File: src/rtl/sram_ctrl_pkg.sv
package sram_ctrl_pkg;

    typedef enum logic [2:0] {
        ST_IDLE,
        ST_RD,
        ST_WTURN,
        ST_WDATA,
        ST_DONE
    } ctrl_state_e;

    // Round a limit up to whole clock cycles; a nonzero limit costs at least one.
    function automatic int cyc_of(input int limit_ps, input int clk_ps);
        if (limit_ps <= 0) return 0;
        return (limit_ps + clk_ps - 1) / clk_ps;
    endfunction

    function automatic int imax(input int a, input int b);
        return (a > b) ? a : b;
    endfunction

endpackage

File: src/rtl/sram_phase_timer.sv
module sram_phase_timer #(
    parameter int CNT_W = 3
) (
    input  logic             clk,
    input  logic             rst,
    input  logic             load,
    input  logic [CNT_W-1:0] load_val,
    output logic             done
);
    logic [CNT_W-1:0] cnt_d, cnt_q;

    always_comb begin
        cnt_d = cnt_q;
        if (load)
            cnt_d = load_val;
        else if (cnt_q != '0)
            cnt_d = cnt_q - 1'b1;
    end

    always_ff @(posedge clk) begin
        if (rst) cnt_q <= '0;
        else     cnt_q <= cnt_d;
    end

    assign done = (cnt_q == '0);

endmodule

File: src/rtl/sram_read_capture.sv
module sram_read_capture #(
    parameter int DATA_W = 4
) (
    input  logic              clk,
    input  logic              rst,
    input  logic              capture,
    input  logic [DATA_W-1:0] bus_in,
    output logic [DATA_W-1:0] rdata
);
    logic [DATA_W-1:0] hold_d, hold_q;

    always_comb begin
        hold_d = hold_q;
        if (capture) hold_d = bus_in;
    end

    always_ff @(posedge clk) begin
        if (rst) hold_q <= '0;
        else     hold_q <= hold_d;
    end

    assign rdata = hold_q;

endmodule

File: src/rtl/sram_timing_ctrl.sv
module sram_timing_ctrl
    import sram_ctrl_pkg::*;
#(
    parameter int ADDR_W        = 20,
    parameter int DATA_W        = 4,
    parameter int CLK_PERIOD_PS = 10000,
    parameter int T_ACC_ADDR_PS = 10000,
    parameter int T_ACC_OE_PS   = 5000,
    parameter int T_CYCLE_PS    = 10000,
    parameter int T_PULSE_PS    = 7000,
    parameter int T_PULSE_OL_PS = 10000,
    parameter int T_DSETUP_PS   = 5000,
    parameter int T_RELEASE_PS  = 5000,
    parameter bit WRITE_OE_LOW  = 1'b0
) (
    input  logic              clk,
    input  logic              rst,
    input  logic              req,
    input  logic              req_we,
    input  logic [ADDR_W-1:0] req_addr,
    input  logic [DATA_W-1:0] req_wdata,
    output logic              ack,
    output logic [DATA_W-1:0] rdata,
    output logic [ADDR_W-1:0] mem_addr,
    output logic              mem_cs_n,
    output logic              mem_we_n,
    output logic              mem_oe_n,
    output logic [DATA_W-1:0] mem_dout,
    output logic              mem_dout_en,
    input  logic [DATA_W-1:0] mem_din
);
    localparam int RD_CYC   = imax(imax(imax(cyc_of(T_ACC_ADDR_PS, CLK_PERIOD_PS),
                                             cyc_of(T_ACC_OE_PS, CLK_PERIOD_PS)),
                                        cyc_of(T_CYCLE_PS, CLK_PERIOD_PS)), 1);
    localparam int TURN_CYC = imax(cyc_of(T_RELEASE_PS, CLK_PERIOD_PS), 1);
    localparam int DATA_HI  = imax(cyc_of(T_PULSE_PS, CLK_PERIOD_PS),
                                   cyc_of(T_DSETUP_PS, CLK_PERIOD_PS));
    localparam int DATA_LO  = imax(cyc_of(T_DSETUP_PS, CLK_PERIOD_PS),
                                   cyc_of(T_PULSE_OL_PS, CLK_PERIOD_PS) - TURN_CYC);
    localparam int DATA_CYC = imax(WRITE_OE_LOW ? DATA_LO : DATA_HI, 1);
    localparam int MAX_CYC  = imax(RD_CYC, imax(TURN_CYC, DATA_CYC));
    localparam int CNT_W    = imax($clog2(MAX_CYC + 1), 1);
    // Strobe levels held during the turnaround phase of a write.
    localparam logic TURN_WE_N = WRITE_OE_LOW ? 1'b0 : 1'b1;
    localparam logic TURN_OE_N = WRITE_OE_LOW ? 1'b0 : 1'b1;

    typedef struct packed {
        ctrl_state_e       st;
        logic [ADDR_W-1:0] addr;
        logic [DATA_W-1:0] wdata;
        logic              cs_n;
        logic              we_n;
        logic              oe_n;
        logic              drv;
        logic              ack;
    } ctrl_regs_t;

    localparam ctrl_regs_t RST_VAL = '{
        st: ST_IDLE, addr: '0, wdata: '0,
        cs_n: 1'b1, we_n: 1'b1, oe_n: 1'b1, drv: 1'b0, ack: 1'b0
    };

    ctrl_regs_t       r_d, r_q;
    logic             tmr_load;
    logic [CNT_W-1:0] tmr_val;
    logic             tmr_done;
    logic             cap_en;

    always_comb begin
        r_d      = r_q;
        r_d.ack  = 1'b0;
        tmr_load = 1'b0;
        tmr_val  = '0;
        cap_en   = 1'b0;
        case (r_q.st)
            ST_IDLE: begin
                if (req) begin
                    r_d.addr  = req_addr;
                    r_d.wdata = req_wdata;
                    r_d.cs_n  = 1'b0;
                    tmr_load  = 1'b1;
                    if (req_we) begin
                        r_d.st   = ST_WTURN;
                        r_d.we_n = TURN_WE_N;
                        r_d.oe_n = TURN_OE_N;
                        tmr_val  = CNT_W'(TURN_CYC - 1);
                    end else begin
                        r_d.st   = ST_RD;
                        r_d.oe_n = 1'b0;
                        tmr_val  = CNT_W'(RD_CYC - 1);
                    end
                end
            end
            ST_RD: begin
                if (tmr_done) begin
                    cap_en   = 1'b1;
                    r_d.ack  = 1'b1;
                    r_d.cs_n = 1'b1;
                    r_d.oe_n = 1'b1;
                    r_d.st   = ST_DONE;
                end
            end
            ST_WTURN: begin
                if (tmr_done) begin
                    r_d.we_n = 1'b0;
                    r_d.drv  = 1'b1;
                    tmr_load = 1'b1;
                    tmr_val  = CNT_W'(DATA_CYC - 1);
                    r_d.st   = ST_WDATA;
                end
            end
            ST_WDATA: begin
                if (tmr_done) begin
                    r_d.we_n = 1'b1;
                    r_d.cs_n = 1'b1;
                    r_d.oe_n = 1'b1;
                    r_d.drv  = 1'b0;
                    r_d.ack  = 1'b1;
                    r_d.st   = ST_DONE;
                end
            end
            ST_DONE: r_d.st = ST_IDLE;
            default: r_d = RST_VAL;
        endcase
    end

    always_ff @(posedge clk) begin
        if (rst) r_q <= RST_VAL;
        else     r_q <= r_d;
    end

    sram_phase_timer #(.CNT_W(CNT_W)) u_timer (
        .clk      (clk),
        .rst      (rst),
        .load     (tmr_load),
        .load_val (tmr_val),
        .done     (tmr_done)
    );

    sram_read_capture #(.DATA_W(DATA_W)) u_capture (
        .clk     (clk),
        .rst     (rst),
        .capture (cap_en),
        .bus_in  (mem_din),
        .rdata   (rdata)
    );

    assign ack         = r_q.ack;
    assign mem_addr    = r_q.addr;
    assign mem_cs_n    = r_q.cs_n;
    assign mem_we_n    = r_q.we_n;
    assign mem_oe_n    = r_q.oe_n;
    assign mem_dout    = r_q.wdata;
    assign mem_dout_en = r_q.drv;


    we_needs_cs_chk: assert property (@(posedge clk) disable iff (rst)
        !mem_we_n |-> !mem_cs_n);


    drive_in_write_chk: assert property (@(posedge clk) disable iff (rst)
        mem_dout_en |-> (!mem_we_n && !mem_cs_n));


    addr_hold_chk: assert property (@(posedge clk) disable iff (rst)
        (!mem_cs_n && $past(!mem_cs_n)) |-> $stable(mem_addr));


    ack_pulse_chk: assert property (@(posedge clk) disable iff (rst)
        ack |=> !ack);


    write_end_chk: assert property (@(posedge clk) disable iff (rst)
        $rose(mem_we_n) |-> (mem_cs_n && !mem_dout_en && ack));


    wdata_hold_chk: assert property (@(posedge clk) disable iff (rst)
        (mem_dout_en && $past(mem_dout_en)) |-> $stable(mem_dout));

    if (WRITE_OE_LOW) begin : g_oe_low

        turn_undriven_chk: assert property (@(posedge clk) disable iff (rst)
            $fell(mem_we_n) |-> !mem_dout_en);

        oe_low_write_chk: assert property (@(posedge clk) disable iff (rst)
            !mem_we_n |-> !mem_oe_n);
    end else begin : g_oe_high

        oe_high_write_chk: assert property (@(posedge clk) disable iff (rst)
            !mem_we_n |-> mem_oe_n);

        release_first_chk: assert property (@(posedge clk) disable iff (rst)
            $fell(mem_cs_n) |-> mem_we_n);
    end

endmodule

File: config.mk
export PLATFORM = sky130hd
export DESIGN_NAME = sram_timing_ctrl
export DESIGN_NICKNAME = d
export VERILOG_FILES = /design/src/rtl/sram_ctrl_pkg.sv /design/src/rtl/sram_phase_timer.sv /design/src/rtl/sram_read_capture.sv /design/src/rtl/sram_timing_ctrl.sv
export SDC_FILE = /design/constraint.sdc
export NUM_CORES = 1
export LEC_CHECK = 0
export ABC_AREA = 1
export ABC_CLOCK_PERIOD_IN_PS = 3300
export BUFFER_PORTS_ARGS = -buffer_cell sky130_fd_sc_hd__buf_2
export CAP_MARGIN = 0
export CORE_AREA = 2 2 66 68
export DETAILED_ROUTE_END_ITERATION = 7
export DIE_AREA = 0 0 68 70
export PLACE_DENSITY = 0.88
export SETUP_SLACK_MARGIN = 0.02
export SYNTH_ARGS = -nofsm -noshare
export SYNTH_HDL_FRONTEND = slang
export SYNTH_SLANG_ARGS = --single-unit
File: constraint.sdc
create_clock -name clk -period 3.3 [get_ports clk]
set_clock_uncertainty 0.2 [all_clocks]
set_input_delay 0.66 -clock clk [delete_from_list [all_inputs] [get_ports clk]]
set_output_delay 0.66 -clock clk [all_outputs]
set_load 0.005 [all_outputs]
==> results by group <==
Clock network
  – Clock Sinks: 37
  – Hold_buf cts: 0
  – Clk buf depth: 2
  – Post-CTS Repair Setup Buffers: 0
  – Num CTS Buffers: 5
  – CTS tree: done
  – H-tree depth: 2
  – CTS root buffer: clkbuf_8
  – Clk Latency, worst-skew pair: 280 ps
  – Clock Pin Slew Worst Setup and Hold Paths: 70 ps
  – Post-CTS Resized: 0

Global routing
  – Initial antenna violation count: 0
  – Grt ovf: 0
  – Vias in the first global route: 1547
  – First-pass GRT wire length: 6180 µm
  – Total track usage: 16.7%
  – Largest net degree at the start of global routing: 49

Layout
  – Final instance area: 0.00221 mm²
  – Multi-input logic area: 736 µm²
  – Final Non-Filler Cells: 403
  – Synth-to-Final Area Change: 13.8%
  – Final core occ: 53.4%
  – FF/Latch Area: 741 µm²
  – Fraction of layout cells with a size suffix above 1: 21.7%
  – Fillers: 418
  – Post-layout nets: 382
  – # diodes: 0

Yosys
  – Post-Syn Nets: 344
  – Area contributors post-synth: dfxtp_1 (38%), nor2_1 (17%), nand2_1 (13%), inv_1 (11%), buf_4 (9.7%)
  – Synth async-reset ratio: 0%
  – Post-synth top area share: 38.1%
  – Ys flop type: dfxtp_1
  – Sequential-to-total area share from yosys stat: 38.1%
  – Syn. warnings: 0
  – Yosys cell types: 19
  – Post-synth EDFFs: 0
  – Synth cell count leaders: nor2_1 (87), nand2_1 (66), inv_1 (59), dfxtp_1 (37), buf_4 (25)
  – Mapped Avg Cell Area: 6.23 µm²
  – Cell taking the most area after synthesis: dfxtp_1
  – Mapped Area: 0.00194 mm²
  – Post-Synthesis Cells: 312
  – Post-synthesis register bit count: 37
  – Count leader, synth: nor2_1

Route
  – DR iter-0 viols: 97
  – Post-DRT Antenna Nets: 0
  – DRC Markers: 0
  – Drt total wl: 3690 µm
  – Via total after detailed routing: 1785
  – DR WL/cell: 9.15 µm
  – Vias per cell: 4.43
  – DRT Pass-1 Iters: 6

Worst setup path
  – Worst path cell trace: inv_2 > nand3_1 > nand4_2 > nor2_1 > nor2_1
  – Worst reg2reg path depth: 5
  – Slowest stage delay, CP: 860 ps
  – Critical Path Fanout Max: 48
  – Critical path's slowest cell: nand4_2
  – Startpoint types: register
  – Crit path top cell by count: nor2_1
  – Worst EP required: 3270 ps
  – Setup crit end kind: register
  – CP Data Arrival Time: 2320 ps
  – WS Path Type: register to register

Die
  – # rows: 24
  – Chip height: 70 µm
  – Io pins: 65
  – Core area: 0.00414 mm²
  – Die area: 0.00476 mm²
  – Initial Utilization: 46.9%
  – Die X: 68 µm

Pwr
  – Maximum vdd drop: 0.569 mV
  – Pwr Density: 918 mW/mm²
  – Leakage: 0.00133 µW

Timing
  – Slew HR: 27.3%
  – FMAX: 0.426 GHz
  – Post-Route Setup TNS: 0 ps
  – Final Max Slew Viols: 0
  – Worst slew pin tran: 1090 ps
  – Unrepaired setup endpoints after global routing: no
  – Final critical-path share of the clock period: 71.1%
  – Worst Setup Slack, final: 952 ps
  – Fin crit period: 2350 ps
  – Final count of negative-setup-slack endpoints: 0
  – Final number of hold-violating endpoints: 0

Place
  – Dpl hpwl: 2600 µm
  – # port buffers: 64
  – GP Congestion: 0.886
  – Pre-CTS setup slack: 748 ps
  – Placed Instances: 395
  – Post-DP Area: 0.00209 mm²

Worst hold path
  – Hold Path Depth: 2
  – Hold crit path type: register to register

Job
  – Max-cap violations: 0

Status
  – Status: finished clean
-- path summary, 6_finish.rpt --
kind             from  slack, ps            to
min          mem_cs_n        280      mem_cs_n
max           r_q[31]        950  mem_addr[18]
max reg2reg   r_q[31]        950  mem_addr[18]
min reg2reg  mem_cs_n        280      mem_cs_n
-- critical path: cells and delay by family, from the launching register on --
kind | cells | cell delay, ps
AND/OR/NAND/NOR | 4 | 1480
flip-flops | 1 | 430
buffers and inverters | 1 | 120
-- power by group --
part           internal, µW  switching, µW  leakage [µW]
combinational           364            595      0.000961
sequential              591           81.1      0.000306
clock                   246            150     0.0000585
-- flip-flops by register name (all words and copies together) (netlist names) --
name	cells
mem_dout	4
mem_we_n	1
mem_dout_en	1
u_timer.cnt_q	1
mem_oe_n	1
mem_cs_n	1
u_capture.rdata	4
ack	1
r_q	3
mem_addr	20
-- cells by family after synthesis --
family / Yosys count / share of synthesized area [%]
AND/OR/NAND/NOR: 168 / 34.6
buffers and inverters: 94 / 24.0
flip-flops: 37 / 38.1
AO/OA/AOI/OAI: 12 / 3.09
other: 1 / 0.193
-- placed cells by master (no fill, tap or decap), types with 2 or more instances in the layout --
| master | netlist | routed |
|---|---|---|
| o21ai_0 | 10 | 10 |
| nor2_1 | 87 | 87 |
| nand2_1 | 66 | 66 |
| inv_1 | 59 | 59 |
| buf_2 | 4 | 64 |
| nand3_1 | 8 | 8 |
| a21oi_1 | 2 | 2 |
| clkbuf_8 | 0 | 6 |
| dfxtp_1 | 37 | 37 |
| nor4_1 | 2 | 2 |
-- final cells by class --
type	count	area share, %
sequential	37	33.5
inverter	60	10.2
timing repair buffer	65	14.8
multi-input combinational	181	33.3
tap	52	2.94
clock inverter	1	1.36
clock buffer	7	3.90
-- metrics by stage --
| stage | power [µW] | hold WS (ps) |
|---|---|---|
| final | 2030 | 276 |
| after global routing | 2260 | 305 |
| after CTS | 2060 | 278 |
| after detailed placement | 1650 | 251 |
| after global placement | 1610 | 253 |
| after floorplan | 1540 | 251 |
-- per-layer routing --
metal  vias to the layer above  GRT usage, %  wire (µm)
met4                         0          4.67         31
li1                        947             -          -
met5                         -             0          0
met3                         4          4.99        192
met2                        47          29.7       1790
met1                       787          18.6       1670
(Power assumes the default switching activity.)
